**src/rtl/tmesi_pkg.sv**
```systemverilog
package tmesi_pkg;
  typedef enum logic [1:0] {
    MESI_I = 2'd0,
    MESI_S = 2'd1,
    MESI_E = 2'd2,
    MESI_M = 2'd3
  } mesi_e;

  typedef enum logic [2:0] {
    OP_LD    = 3'd0,
    OP_ST    = 3'd1,
    OP_TLD   = 3'd2,
    OP_TST   = 3'd3,
    OP_SNPRD = 3'd4,
    OP_SNPWR = 3'd5,
    OP_NOP6  = 3'd6,
    OP_NOP7  = 3'd7
  } op_e;

  typedef struct packed {
    logic  t;
    mesi_e mesi;
  } line_st_t;

  localparam line_st_t ST_I   = '{t: 1'b0, mesi: MESI_I};
  localparam line_st_t ST_TMI = '{t: 1'b1, mesi: MESI_M};
  localparam line_st_t ST_TI  = '{t: 1'b1, mesi: MESI_I};
endpackage

```
**src/rtl/tmesi_next.sv**
```systemverilog
module tmesi_next
  import tmesi_pkg::*;
(
  input  line_st_t st_i,
  input  op_e      op_i,
  input  logic     shared_i,
  input  logic     threat_i,
  output line_st_t st_o
);
  line_st_t fill;

  always_comb begin
    fill = '{t: 1'b0, mesi: (shared_i ? MESI_S : MESI_E)};
    st_o = st_i;
    unique case (op_i)
      OP_LD:    if (st_i == ST_I) st_o = fill;
      OP_ST:    if (!st_i.t) st_o = '{t: 1'b0, mesi: MESI_M};
      OP_TLD:   if (st_i == ST_I) st_o = threat_i ? ST_TI : fill;
      OP_TST:   st_o = ST_TMI;
      OP_SNPRD: if (!st_i.t && (st_i.mesi == MESI_E || st_i.mesi == MESI_M))
                  st_o = '{t: 1'b0, mesi: MESI_S};
      OP_SNPWR: if (!st_i.t) st_o = ST_I;
      default:  st_o = st_i;
    endcase
  end
endmodule

```
**src/rtl/tmesi_line.sv**
```systemverilog
module tmesi_line
  import tmesi_pkg::*;
(
  input  logic     clk_i,
  input  logic     rst_ni,
  input  logic     sel_i,
  input  op_e      op_i,
  input  logic     shared_i,
  input  logic     threat_i,
  input  logic     commit_i,
  input  logic     abort_i,
  output line_st_t st_o
);
  line_st_t st_q, st_d, upd;

  tmesi_next u_next (
    .st_i    (st_q),
    .op_i    (op_i),
    .shared_i(shared_i),
    .threat_i(threat_i),
    .st_o    (upd)
  );

  // abort dominates commit; both mask the request port
  always_comb begin
    st_d = st_q;
    if (abort_i) begin
      if (st_q.t) st_d = ST_I;
    end else if (commit_i) begin
      st_d.t = 1'b0;
    end else if (sel_i) begin
      st_d = upd;
    end
  end

  always_ff @(posedge clk_i or negedge rst_ni) begin
    if (!rst_ni) st_q <= ST_I;
    else         st_q <= st_d;
  end

  assign st_o = st_q;

  a_r2_tstore_to_tmi: assert property (@(posedge clk_i) disable iff (!rst_ni)
    (sel_i && op_i == OP_TST && !commit_i && !abort_i) |=> (st_q == ST_TMI));

  a_r7_commit_keeps_m: assert property (@(posedge clk_i) disable iff (!rst_ni)
    (commit_i && !abort_i && st_q == ST_TMI) |=> (st_q.mesi == MESI_M && !st_q.t));

  a_r8_abort_clears: assert property (@(posedge clk_i) disable iff (!rst_ni)
    (abort_i && st_q.t) |=> (st_q == ST_I));

  a_r8_untagged_kept: assert property (@(posedge clk_i) disable iff (!rst_ni)
    ((commit_i || abort_i) && !st_q.t) |=> $stable(st_q));

  a_r1_tag_legal: assert property (@(posedge clk_i) disable iff (!rst_ni)
    st_q.t |-> (st_q.mesi == MESI_M || st_q.mesi == MESI_I));
endmodule

```
**src/rtl/tmesi_ctrl.sv**
```systemverilog
module tmesi_ctrl
  import tmesi_pkg::*;
#(
  parameter  int unsigned NLINES = 16,
  localparam int unsigned IDX_W  = $clog2(NLINES)
) (
  input  logic             clk_i,
  input  logic             rst_ni,
  input  logic             req_valid_i,
  input  logic [2:0]       req_op_i,
  input  logic [IDX_W-1:0] req_idx_i,
  input  logic             reply_shared_i,
  input  logic             reply_threat_i,
  input  logic             commit_i,
  input  logic             abort_i,
  input  logic [IDX_W-1:0] look_idx_i,
  output logic [2:0]       look_state_o,
  output logic             look_usable_o,
  output logic             snp_threat_o,
  output logic             snp_data_o
);
  line_st_t          st_arr [NLINES];
  logic [NLINES-1:0] t_vec;
  op_e               op;
  line_st_t          cur, look;
  logic              snoop, live;

  assign op = op_e'(req_op_i);

  for (genvar g = 0; g < NLINES; g++) begin : g_line
    tmesi_line u_line (
      .clk_i   (clk_i),
      .rst_ni  (rst_ni),
      .sel_i   (req_valid_i && (req_idx_i == IDX_W'(g))),
      .op_i    (op),
      .shared_i(reply_shared_i),
      .threat_i(reply_threat_i),
      .commit_i(commit_i),
      .abort_i (abort_i),
      .st_o    (st_arr[g])
    );
    assign t_vec[g] = st_arr[g].t;
  end

  assign cur   = st_arr[req_idx_i];
  assign look  = st_arr[look_idx_i];
  assign live  = req_valid_i && !commit_i && !abort_i;
  assign snoop = live && (op == OP_SNPRD || op == OP_SNPWR);

  assign snp_threat_o  = snoop && (cur == ST_TMI);
  assign snp_data_o    = snoop && !cur.t && (cur.mesi == MESI_E || cur.mesi == MESI_M);
  assign look_state_o  = look;
  assign look_usable_o = (look != ST_I);

  a_r9_abort_wins: assert property (@(posedge clk_i) disable iff (!rst_ni)
    abort_i |=> (t_vec == '0));

  a_r7_commit_untags_all: assert property (@(posedge clk_i) disable iff (!rst_ni)
    commit_i |=> (t_vec == '0));

  a_r6_threat_excl_data: assert property (@(posedge clk_i) disable iff (!rst_ni)
    !(snp_threat_o && snp_data_o));
endmodule

```
**config.mk**
```make
export PLATFORM = sky130hd
export DESIGN_NAME = tmesi_ctrl
export DESIGN_NICKNAME = d
export VERILOG_FILES = /design/src/rtl/tmesi_pkg.sv /design/src/rtl/tmesi_next.sv /design/src/rtl/tmesi_line.sv /design/src/rtl/tmesi_ctrl.sv
export SDC_FILE = /design/constraint.sdc
export NUM_CORES = 1
export LEC_CHECK = 0
export ABC_AREA = 1
export BUFFER_PORTS_ARGS = -buffer_cell sky130_fd_sc_hd__buf_2
export CORE_MARGIN = 1
export CORE_UTILIZATION = 50
export DETAILED_ROUTE_END_ITERATION = 7
export PLACE_DENSITY = 0.72
export SLEW_MARGIN = 20
export SYNTH_ARGS = -nofsm -noshare
export SYNTH_HDL_FRONTEND = slang
export SYNTH_SLANG_ARGS = --single-unit
```
**constraint.sdc**
```tcl
create_clock -name clk_i -period 1.6 [get_ports clk_i]
set_input_delay 0 -clock clk_i [delete_from_list [all_inputs] [get_ports clk_i]]
set_output_delay 0 -clock clk_i [all_outputs]
set_load 0.05 [all_outputs]
```
==> results by group <==
Synthesis
  • Post-synthesis area per instance: roughly 5.4 sq um
  • Synthesized net count: 947
  • Netlist area before placement: 5030 sq um
  • Total of warnings raised by yosys: 0
  • Number of register bits inferred by synthesis: 48
  • Sequential cell area fraction in the yosys report: 0.239
  • Number of distinct library cells after synthesis: 32
  • Post-synthesis cell count: approximately 930

Finish
  • Fraction of layout cells with a size suffix above 1: 0.138
  • Net count, final: 995
  • Synthesis-to-finish area growth: 15.5%
  • Number of flip-flops under the largest register name: 48
  • Layout Cells excl Fill: 1111
  • Diodes inserted: 0
  • Util after Layout: 0.595

Floorplanning
  • Starting density of the core: 0.515
  • Top Ports: 24
  • Placement Rows: 36
  • Overall die height: 102 um
  • Overall die area: 10500 sq um
  • Die boundary width: between 100 and 150 um
  • Placeable core region: 9770 sq um

Placement
  • Number of placed instances, taps included: 1094
  • Count of buffers inserted at the top-level ports: 23
  • HPWL reported at the end of detailed placement: 12.8 mm
  • Minimum setup slack after placement: 0.136 ns
  • Final weighted congestion in routability-driven placement: 1.03

Routing
  • Violation count after the first detailed-routing iteration: 721
  • Routed wire length: 18.2 mm
  • Remaining antenna violation count: 0
  • Drc violations: 0
  • Vias: between 6000 and 7000
  • Drt first pass iters: 6
  • Detailed-route wire length per cell: 16.3 um
  • Vias per Instance: 5.67

Global route
  • Overall routing resource usage: 0.359
  • Largest net degree at the start of global routing: 37
  • Total overflow reported by the global router: 0
  • First-pass GRT wire length: 28.4 mm
  • Initial antenna violation count: 0
  • Number of global-route vias before repair: around 5700

Pwr
  • PD cells: 686 nW/um^2
  • Comb pwr share: 0.402
  • Share of total power consumed by net switching: 0.432
  • P_sw: 1.72 mW
  • Maximum vdd ir drop: between 0.4 and 0.5 mV
  • Static leakage power: 3.11 nW
  • Internal power of the cells: 2.27 mW
  • Total power: 3.99 mW
  • Share of total power in the clock network: 0.205
  • Sequential share of power: 0.393

STA
  • Worst Setup Slack, final: -0.0467 ns
  • Number of hold violations in the final report: 0
  • Final critical-path required period: between 1.5 and 2 ns
  • Max Clock Freq: 607 MHz
  • Setup skew after layout: just over 0.003 ns
  • Tightest slew margin relative to the limit: 0.561
  • Final Max Tran Viols: 0
  • Final number of setup-violating endpoints: 3
  • Actual transition at the worst max-transition pin: 0.653 ns
  • Unrepaired setup endpoints after global routing: yes
  • Share of the clock period used by the worst path: 1.03
  • Final worst hold slack: 0.119 ns

Worst setup path
  • Worst reg2reg path startpoint: g_line[0].u_line.st_o[2]
  • Highest cell delay on the worst timing path: roughly 0.43 ns
  • Ordered list of cells on the worst path: inv_2 -> nand2_1 -> o211ai_1 -> nand3_1 -> nand3_2 -> nand2_2 -> inv_1 -> nand2_1 -> buf_6
  • Arrival time reported for the critical path endpoint: 1.65 ns
  • Max Fanout on Critical Path: 5
  • Worst Setup End Kind: primary output
  • Cell with the most instances on the worst path: nand2_1
  • R2R cell count: 9
  • Max stage delay cell, worst path: dfrtp_1
  • Critical register-to-register path endpoint: g_line[0].u_line.st_o[1]
  • Required time of the critical path: 1.60 ns
  • FF-to-FF setup slack: 0.15 ns
  • Element type at the critical path start: flop
  • Category of the most critical setup path: flop to primary output

Clock network
  • Number of buffers on the longest clock path: 2
  • Clock Sinks: 48
  • Clock insertion delay at the later pin of the skew report: 0.32 ns
  • Cell chosen for the clock root: clkbuf_8
  • H-tree depth reported by CTS: 2
  • Clock-pin transition on the worst setup and hold timing paths: ~0.090 ns
  • CTS tree: built
  • CTS buffer count: 5

Run status
  • Result of the run: complete, but fails checks
  • Violations in the final reports: negative setup slack

Flow run
  • Maxcap violations: 0

Worst hold path
  • Type of the tightest min-delay check: input port to asynchronous set/reset pin
-- per-layer routing --
metal / vias up / wire length (um) / global-route usage / share of wire
met5: - / 0 / 0 / 0
met4: 0 / 1120 / 0.212 / 0.061
met3: 107 / 2180 / 0.0889 / 0.12
met2: 380 / 7540 / 0.543 / 0.42
met1: 2754 / 7310 / 0.464 / 0.40
li1: 3055 / - / - / -
-- cell usage in the layout, fill, tap and decap left out, types with 3 or more instances in the layout --
| cell type | count |
|---|---|
| a21boi_0 | 8 |
| a21oi_1 | 35 |
| buf_12 | 7 |
| buf_2 | 17 |
| buf_4 | 47 |
| buf_6 | 5 |
| clkbuf_8 | 6 |
| clkinv_1 | 3 |
| dfrtp_1 | 46 |
| inv_1 | 66 |
| inv_2 | 19 |
| nand2_1 | 394 |
| nand2_2 | 11 |
| nand3_1 | 113 |
| nand3_2 | 5 |
| nand3b_1 | 4 |
| nand4_1 | 4 |
| nor2_1 | 89 |
| nor2_4 | 5 |
| nor3b_1 | 3 |
| o211ai_1 | 8 |
| o21ai_0 | 49 |
| o21ai_1 | 16 |
| o21ai_2 | 3 |
-- final cells by class --
| class | instances | area [sq um] |
|---|---|---|
| repair buffers | 78 | 659 |
| flip-flops and latches | 48 | 1200 |
| clock buffers | 7 | 86.3 |
| inverters | 88 | 330 |
| multi-input cells | 756 | 3360 |
| clock inverters | 1 | 7.51 |
| fillers | 1029 | 3960 |
| well taps | 133 | 166 |
-- worst max path at each step --
stage                     slack (ns)                      start  cells after the start             to
after detailed placement        0.14               req_idx_i[0]                     12   snp_threat_o
after global routing           -0.18  g_line[10].u_line.st_o[2]                      9  look_usable_o
final                          -0.05  g_line[13].u_line.st_o[2]                      9  look_usable_o
after global placement          0.15               req_idx_i[0]                     12   snp_threat_o
after CTS                      -0.05   g_line[6].u_line.st_o[2]                     11   snp_threat_o
after floorplan                 0.02   g_line[8].u_line.st_o[2]                     10   snp_threat_o
-- critical path: cells and delay by family (launching register included) --
family / cells / cell delay, ns
AND/OR/NAND/NOR: 5 / 0.52
flip-flops: 1 / 0.43
buffers and inverters: 3 / 0.29
AO/OA/AOI/OAI: 1 / 0.09
-- logic make-up after synthesis --
family,synth area share
DFF,0.239
and+or+nand+nor,0.522
buffers and inverters,0.103
AOI/OAI and AO/OA,0.136
-- per-stage QoR --
stage,setup TNS (ns),instance area (sq um)
2_1_floorplan,0,5030
3_3_place_gp,0,5560
3_5_place_dp,0,5560
4_1_cts,-0.0839,5730
5_1_grt,-0.520,5820
6_report,-0.110,5820
-- synthesized netlist by cell type (all sizes together) --
library cell  instances  area, sq um
nand2               406         1540
nand3               118          596
nor2                 95          394
inv                  85          319
o21ai                69          360
dfrtp                48         1200
a21oi                36          184
buf                  25          145
clkbuf               12         45.0
a21boi                8         60.1
o211ai                8         60.1
nand3b                4         30.0
nand4                 4         25.0
nor3b                 4         35.0
clkinv                3         11.3
a211oi                1         12.5
nor3                  1         5.00
nor4                  1         6.26
o22ai                 1         6.26
-- power by group through the flow --
| stage | Combinational, mW | Clock, mW | Sequential (mW) |
|---|---|---|---|
| after CTS | 1.53 | 0.837 | 1.55 |
| after global placement | 1.47 | 0 | 1.58 |
| after floorplan | 1.06 | 0 | 1.49 |
| final | 1.61 | 0.816 | 1.57 |
| after detailed placement | 1.49 | 0 | 1.57 |
| after global routing | 1.80 | 0.880 | 1.58 |
-- repair_timing --
item | CTS | global route
pin swaps | 1 | 8
endpoints found under the setup margin | 4 | 6
endpoints found under the hold margin | 24 | 0
hold buffers | 1 | 0
resized for setup | 18 | 36
buffers inserted | 5 | 3
(Power assumes the default switching activity.)
